<file path="src/rtl/rxf_pkg.sv">
// Shared constants and types for the receive destination filter.
// Assumes a six-byte destination address delivered one byte per strobe.
package rxf_pkg;
    localparam int unsigned ADDR_BYTES = 6;
    localparam int unsigned BYTE_W     = 8;
    localparam int unsigned CNT_W      = $clog2(ADDR_BYTES + 1);
    localparam int unsigned CRC_W      = 32;
    localparam int unsigned HIDX_W     = 6;

    typedef struct packed {
        logic bcast_reject;
        logic hash_all;
        logic promisc;
    } rxf_mode_t;
endpackage

</file>
<file path="src/rtl/rxf_crc_step.sv">
// Advances the address-hash CRC by one byte, least significant bit first.
// Purely combinational; the caller holds the running value.
module rxf_crc_step #(
    parameter logic [31:0] POLY = 32'h04C1_1DB7
) (
    input  logic [31:0] crc_in,
    input  logic [7:0]  data,
    output logic [31:0] crc_out
);
    // Eight serial steps, each shifting left and folding in the polynomial on carry.
    always_comb begin
        logic [31:0] c;
        logic        carry;
        c = crc_in;
        for (int i = 0; i < 8; i++) begin
            carry = c[31] ^ data[i];
            c     = {c[30:0], 1'b0};
            if (carry) c = c ^ POLY;
        end
        crc_out = c;
    end
endmodule

</file>
<file path="src/rtl/rxf_addr_cmp.sv">
// Compares one incoming address byte with the matching station byte.
// Station bytes 0..1 come from stn_hi (high byte first), 2..5 from stn_lo.
module rxf_addr_cmp
    import rxf_pkg::*;
(
    input  logic [31:0]       stn_lo,
    input  logic [15:0]       stn_hi,
    input  logic [CNT_W-1:0]  idx,
    input  logic [BYTE_W-1:0] data,
    output logic              match
);
    localparam int unsigned ST_W = ADDR_BYTES * BYTE_W;

    logic [ST_W-1:0]   station;
    logic [BYTE_W-1:0] expect_b [ADDR_BYTES];

    assign station = {stn_hi, stn_lo};

    // Byte k of the address sits at the k-th byte counted from the MSB end.
    for (genvar k = 0; k < ADDR_BYTES; k++) begin : g_exp
        assign expect_b[k] = station[(ADDR_BYTES-1-k)*BYTE_W +: BYTE_W];
    end

    // Select the expected byte for the current position and compare.
    always_comb begin
        match = 1'b0;
        for (int k = 0; k < ADDR_BYTES; k++) begin
            if (idx == CNT_W'(k)) match = (data == expect_b[k]);
        end
    end
endmodule

</file>
<file path="src/rtl/rxf_verdict.sv">
// Turns the collected address facts into a miss flag and a keep decision.
// Broadcast wins over hash, hash wins over unicast.
module rxf_verdict
    import rxf_pkg::*;
(
    input  logic             is_bcast,
    input  logic             hash_path,
    input  logic             uni_ok,
    input  logic [CRC_W-1:0] crc,
    input  logic [31:0]      hash_lo,
    input  logic [31:0]      hash_hi,
    input  rxf_mode_t        mode,
    output logic             miss,
    output logic             accept
);
    logic [HIDX_W-1:0] hidx;
    logic              hash_bit;

    assign hidx = crc[CRC_W-1 -: HIDX_W];

    // Table lookup: top index bit chooses the word, the rest choose the bit.
    always_comb begin
        if (hidx[HIDX_W-1]) hash_bit = hash_hi[hidx[HIDX_W-2:0]];
        else                hash_bit = hash_lo[hidx[HIDX_W-2:0]];
    end

    // Path priority and promiscuous override.
    always_comb begin
        if (is_bcast)       miss = mode.bcast_reject;
        else if (hash_path) miss = ~hash_bit;
        else                miss = ~uni_ok;
        accept = ~miss | mode.promisc;
    end
endmodule

</file>
<file path="src/rtl/rx_dest_filter.sv">
// Receive destination-address filter. Collects six address bytes after sof,
// then registers a verdict held until the next sof. Assumes sof coincides
// with byte 0 when byte_valid is high; a sof alone only restarts collection.
module rx_dest_filter
    import rxf_pkg::*;
#(
    parameter logic [31:0] CRC_POLY = 32'h04C1_1DB7,
    parameter logic [31:0] CRC_INIT = 32'hFFFF_FFFF
) (
    input  logic        clk,
    input  logic        rst_n,
    input  logic        sof,
    input  logic        byte_valid,
    input  logic [7:0]  byte_data,
    input  logic        frame_end,
    input  logic        mode_bcast_reject,
    input  logic        mode_hash_all,
    input  logic        mode_promisc,
    input  logic [31:0] hash_lo,
    input  logic [31:0] hash_hi,
    input  logic [31:0] stn_lo,
    input  logic [15:0] stn_hi,
    output logic        decision_valid,
    output logic        accept,
    output logic        miss
);
    localparam logic [CNT_W-1:0] LAST_IDX = CNT_W'(ADDR_BYTES - 1);

    rxf_mode_t        mode;
    logic [CNT_W-1:0] cnt_q, cnt_e;
    logic             done_q, done_e;
    logic             ones_q, ones_e, ones_n;
    logic             uni_q, uni_e, uni_n;
    logic             grp_q, grp_e, grp_n;
    logic [CRC_W-1:0] crc_q, crc_e, crc_n;
    logic             take, last, short_end;
    logic             byte_match;
    logic             v_miss, v_accept;

    assign mode = '{bcast_reject: mode_bcast_reject,
                    hash_all:     mode_hash_all,
                    promisc:      mode_promisc};

    // Effective state: sof presents a fresh frame to this cycle's byte.
    always_comb begin
        if (sof) begin
            cnt_e  = '0;
            done_e = 1'b0;
            ones_e = 1'b1;
            uni_e  = 1'b1;
            grp_e  = 1'b0;
            crc_e  = CRC_INIT;
        end else begin
            cnt_e  = cnt_q;
            done_e = done_q;
            ones_e = ones_q;
            uni_e  = uni_q;
            grp_e  = grp_q;
            crc_e  = crc_q;
        end
    end

    // Byte acceptance and end-of-address detection.
    always_comb begin
        take      = byte_valid && !done_e && (cnt_e < CNT_W'(ADDR_BYTES));
        last      = take && (cnt_e == LAST_IDX);
        short_end = frame_end && !done_e && !last;
    end

    rxf_crc_step #(.POLY(CRC_POLY)) u_crc (
        .crc_in  (crc_e),
        .data    (byte_data),
        .crc_out (crc_n)
    );

    rxf_addr_cmp u_cmp (
        .stn_lo (stn_lo),
        .stn_hi (stn_hi),
        .idx    (cnt_e),
        .data   (byte_data),
        .match  (byte_match)
    );

    // Address facts including the byte being taken now.
    always_comb begin
        ones_n = ones_e & (byte_data == 8'hFF);
        uni_n  = uni_e & byte_match;
        grp_n  = (cnt_e == '0) ? byte_data[0] : grp_e;
    end

    rxf_verdict u_verdict (
        .is_bcast  (ones_n),
        .hash_path (grp_n | mode.hash_all),
        .uni_ok    (uni_n),
        .crc       (crc_n),
        .hash_lo   (hash_lo),
        .hash_hi   (hash_hi),
        .mode      (mode),
        .miss      (v_miss),
        .accept    (v_accept)
    );

    // Collection state: restart on sof, advance on each taken byte.
    always_ff @(posedge clk) begin
        if (!rst_n) begin
            cnt_q  <= '0;
            done_q <= 1'b0;
            ones_q <= 1'b1;
            uni_q  <= 1'b1;
            grp_q  <= 1'b0;
            crc_q  <= CRC_INIT;
        end else begin
            cnt_q  <= take ? cnt_e + CNT_W'(1) : cnt_e;
            done_q <= done_e | last | short_end;
            ones_q <= take ? ones_n : ones_e;
            uni_q  <= take ? uni_n  : uni_e;
            grp_q  <= take ? grp_n  : grp_e;
            crc_q  <= take ? crc_n  : crc_e;
        end
    end

    // Verdict registers: cleared by sof, loaded once per frame.
    always_ff @(posedge clk) begin
        if (!rst_n) begin
            decision_valid <= 1'b0;
            accept         <= 1'b0;
            miss           <= 1'b0;
        end else if (last) begin
            decision_valid <= 1'b1;
            accept         <= v_accept;
            miss           <= v_miss;
        end else if (short_end) begin
            decision_valid <= 1'b1;
            accept         <= mode.promisc;
            miss           <= 1'b1;
        end else if (sof) begin
            decision_valid <= 1'b0;
            accept         <= 1'b0;
            miss           <= 1'b0;
        end
    end
endmodule

</file>
<file path="config.mk">
export PLATFORM = sky130hd
export DESIGN_NAME = rx_dest_filter
export DESIGN_NICKNAME = d
export VERILOG_FILES = /design/src/rtl/rxf_pkg.sv /design/src/rtl/rxf_crc_step.sv /design/src/rtl/rxf_addr_cmp.sv /design/src/rtl/rxf_verdict.sv /design/src/rtl/rx_dest_filter.sv
export SDC_FILE = /design/constraint.sdc
export NUM_CORES = 1
export LEC_CHECK = 0
export CAP_MARGIN = 30
export CORE_UTILIZATION = 52
export DETAILED_ROUTE_END_ITERATION = 10
export GPL_ROUTABILITY_DRIVEN = 0
export GPL_TIMING_DRIVEN = 0
export HOLD_SLACK_MARGIN = 0.02
export PLACE_DENSITY = 0.88
export SETUP_SLACK_MARGIN = 0.1
export SLEW_MARGIN = 20
export SYNTH_ARGS = -nofsm -noshare
export SYNTH_HDL_FRONTEND = slang
export SYNTH_HIERARCHICAL = 1
export SYNTH_SLANG_ARGS = --single-unit
</file>
<file path="constraint.sdc">
create_clock -name clk -period 13.55 [get_ports clk]
set_clock_uncertainty 0.2 [all_clocks]
set_input_delay 2.71 -clock clk [delete_from_list [all_inputs] [get_ports clk]]
set_output_delay 2.71 -clock clk [all_outputs]
set_load 0.05 [all_outputs]
</file>
==> parameters.txt <==
Parameter                              Value

Status
  Run status    complete, no violations

Synthesis
  Post-synthesis adder-cell area fraction    0.906%
  Async set-reset flop share out of synthesis    0%
  Yosys warning total    6
  Top cell type by total area after synthesis    sky130_fd_sc_hd__dfxtp_1
  Most used flip-flop cell after synthesis    sky130_fd_sc_hd__dfxtp_1
  Post-synthesis share of cell area spent on and, or, nand and nor gates    15.2%
  Post-synth net total    520
  Area fraction in compound gates after synthesis    14.1%
  Yosys cell types    63
  Multiplexer fraction of the synthesized cell area    9.76%
  Post-synthesis cell count    389
  Area of the mapped netlist    0.00414 mm²
  Count of flip-flops with a built-in enable after synthesis    0
  Top cells by area, synth    sky130_fd_sc_hd__dfxtp_1 20%, sky130_fd_sc_hd__xnor2_1 14%, sky130_fd_sc_hd__o22a_2 7.2%
  Combinational family with the most area after synthesis    XOR/XNOR gates
  Synth top area share    20.3%
  Avg Inst Size Synth    10.6 µm²
  Post-synthesis sequential area ratio    20.3%
  XOR/XNOR Fraction of Synth Area    34.1%
  Yosys reg bits    42

Timing
  Final Max Slew Viols    0
  Summed negative setup slack over all endpoints    0 ns
  Unrepaired setup endpoints after global routing    no
  Rel. slew slack    54.4%
  Setup violation total in the final timing report    0
  Maximum operating frequency    146 MHz
  Share of the cycle needed by the critical path after routing    50.6%
  Clock period minus final worst setup slack    6.85 ns
  Number of hold violations in the final report    0
  Worst path setup slack after routing    6.70 ns
  Least-Margin Pin Slew    0.682 ns

Floorplan
  Die outline width    91.3 µm
  Die Y-Extent    91.3 µm
  Row count    32
  I/O pin cnt    131
  Area of the placeable core    0.00773 mm²
  Starting Density    53.6%
  Floorplan die area    0.00833 mm²

Clock network
  Post-cts repair resize count    0
  CTS sink cnt    42
  Clock transition at the registers of the reported paths    0.09 ns
  Max clock buf depth    2
  Clock root cell    sky130_fd_sc_hd__clkbuf_8
  CTS H-tree depth    2
  Clock tree from TritonCTS    done
  Post CTS Setup Buffer Count    0
  Hold buffers post-CTS    0
  Later-pin clock latency in the skew report    0.30 ns
  Clock buffer count from CTS    5

Routing
  Antenna viol nets, final    0
  First-pass detailed-route iteration total    4
  Mean routed wirelength per cell    18.1 µm
  Vias per std cell    5.54
  Routed vias    3,465
  Remaining routing DRC violations    0
  WL final    11.3 mm
  DRC marker count from the first detailed-route iteration    143

Power and ir drop
  Net Sw Frac    33.0%
  P_sw    213 µW
  Internal Pwr Total    432 µW
  Seq pwr share    22.7%
  Total power    645 µW
  Clock network fraction of design power    18.8%
  Lkg Pwr    0.00209 µW
  Peak VDD IR    0.0903 mV
  Share of total power in combinational logic    58.5%
  Cell Pwr Density    114 mW/mm²

Worst setup path
  Largest stage delay, worst path    0.58 ns
  Cell breakdown of the critical path    buf_6 > clkbuf_1 > or2_1 > xnor2_4 > xnor2_2 > xor3_1 > buf_6 > buf_1 > mux4_2 > nor2_1 > mux2i_1 > o2111a_1 > or3_1 > o31ai_1 > a31oi_1
  Worst Setup Path Type    input port to flip-flop
  Worst Setup Start Kind    input port
  Crit Path Max Fanout    10
  Slowest cell on the critical path    sky130_fd_sc_hd__mux4_2
  Arr. time, crit path    6.84 ns
  Endpoint kind of the worst setup timing path    flip-flop
  Worst path most repeated cell    sky130_fd_sc_hd__buf_6
  Critical path required time    13.54 ns

Layout
  Number of nets in the layout    654
  Fraction of final layout cells with drive strength greater than 1    18.9%
  Final std cells w/o fill    626
  Total non-filler cell area in the finished layout    0.00568 mm²
  Diodes inserted    0
  Commonest cells after routing, fill and taps aside    127 x sky130_fd_sc_hd__clkdlybuf4s50_1, 64 x sky130_fd_sc_hd__xnor2_1, 42 x sky130_fd_sc_hd__dfxtp_1
  Most common cell after layout, fill and taps aside    sky130_fd_sc_hd__clkdlybuf4s50_1
  Syn-to-layout area delta    37.1%
  Fill cell count    561

Global routing
  Pin count of the biggest net entering global routing    15
  All-layer global routing usage    27.5%
  Vias in the first global route    3,603
  Antenna violations before repair    0
  Global-route wire length before repair    17.9 mm
  Grt total ovfl    0

Worst hold path
  Min-delay worst type    flip-flop to flip-flop

Place
  HPWL Detailed    9.10 mm
  Placed inst area    0.00554 mm²
  Port Buffer Count    127
  Number of placed instances with taps included    618
  Setup slack after placement    6.43 ns

Flow run
  Count of maximum capacitance violations    0
## critical path: cells and delay by family
kind                      cells  cell delay, ns
AOI/OAI and AO/OA             3            0.61
buffers and inverters         4            1.00
muxes                         2            0.67
xor gates and xnor gates      3            1.06
and+or+nand+nor               3            0.79
## state kept, by name (all words and copies together), names as in the netlist
| signal | flops |
|---|---|
| grp_q | 1 |
| miss | 1 |
| accept | 1 |
| cnt_q | 3 |
| crc_q | 32 |
| uni_q | 1 |
| done_q | 1 |
| decision_valid | 1 |
| ones_q | 1 |
## metal layers
| metal | share of wire (%) | track usage (%) |
|---|---|---|
| met1 | 43 | 34.6 |
| met2 | 50 | 48.9 |
| met3 | 5.6 | 5.11 |
| met4 | 1.3 | 6.48 |
| met5 | 0 | 0 |
## cells in the mapped netlist (4+ instances only)
cell type and number:
sky130_fd_sc_hd__xnor2_4 8, sky130_fd_sc_hd__mux2i_1 10, sky130_fd_sc_hd__clkbuf_1 9, sky130_fd_sc_hd__nor4_1 5
sky130_fd_sc_hd__a21oi_1 6, sky130_fd_sc_hd__buf_2 4, sky130_fd_sc_hd__buf_4 5, sky130_fd_sc_hd__xor3_1 8
sky130_fd_sc_hd__dfxtp_1 42, sky130_fd_sc_hd__nor2_1 8, sky130_fd_sc_hd__buf_6 9, sky130_fd_sc_hd__o22a_2 30
sky130_fd_sc_hd__xor2_1 15, sky130_fd_sc_hd__mux4_2 13, sky130_fd_sc_hd__inv_1 8, sky130_fd_sc_hd__nor2b_1 5
sky130_fd_sc_hd__nand4_1 8, sky130_fd_sc_hd__nand2_1 11, sky130_fd_sc_hd__or2_1 33, sky130_fd_sc_hd__nand3_1 9
sky130_fd_sc_hd__xnor2_1 64, sky130_fd_sc_hd__o211ai_1 4, sky130_fd_sc_hd__o31ai_1 4, sky130_fd_sc_hd__xnor3_1 7
## stage by stage
stage          hold WS (ns)  utilization (%)
2_1_floorplan         0.271                -
3_3_place_gp          0.281             71.7
3_5_place_dp          0.293             71.7
4_1_cts               0.305             73.5
5_1_grt               0.344             73.5
6_report              0.304             73.5
## final timing paths
path,slack (ns),end,cells past startpoint,start
hold / removal,0.30,cnt_q[0],2,cnt_q[0]
hold reg to reg,0.30,cnt_q[0],2,cnt_q[0]
setup reg to reg,9.25,accept,13,crc_q[30]
setup / recovery,6.70,accept,15,sof
## cell type report
cell class	count	area (µm²)	area share [%]
timing repair buffer	127	1270	22.4
clock buffer	5	68.8	1.21
multi-input combinational	310	3070	54.1
buffer	28	196	3.46
clock inverter	3	68.8	1.21
sequential	42	841	14.8
tap	102	128	2.25
inverter	9	35.0	0.617
## cell families after synthesis
family	count (synthesis)
xor gates and xnor gates	110
and+or+nand+nor	105
AOI/OAI and AO/OA	68
DFF	42
buffers and inverters	37
muxes	24
adders and majority gates	3
## power groups by stage
stage / Combinational, µW / Sequential, µW / Clock (µW)
detailed placement: 375 / 149 / 0
global route: 406 / 148 / 128
floorplan: 282 / 149 / 0
global placement: 367 / 148 / 0
finish: 378 / 146 / 121
CTS: 378 / 146 / 123
Note: power is estimated with default switching activity, not from simulation.
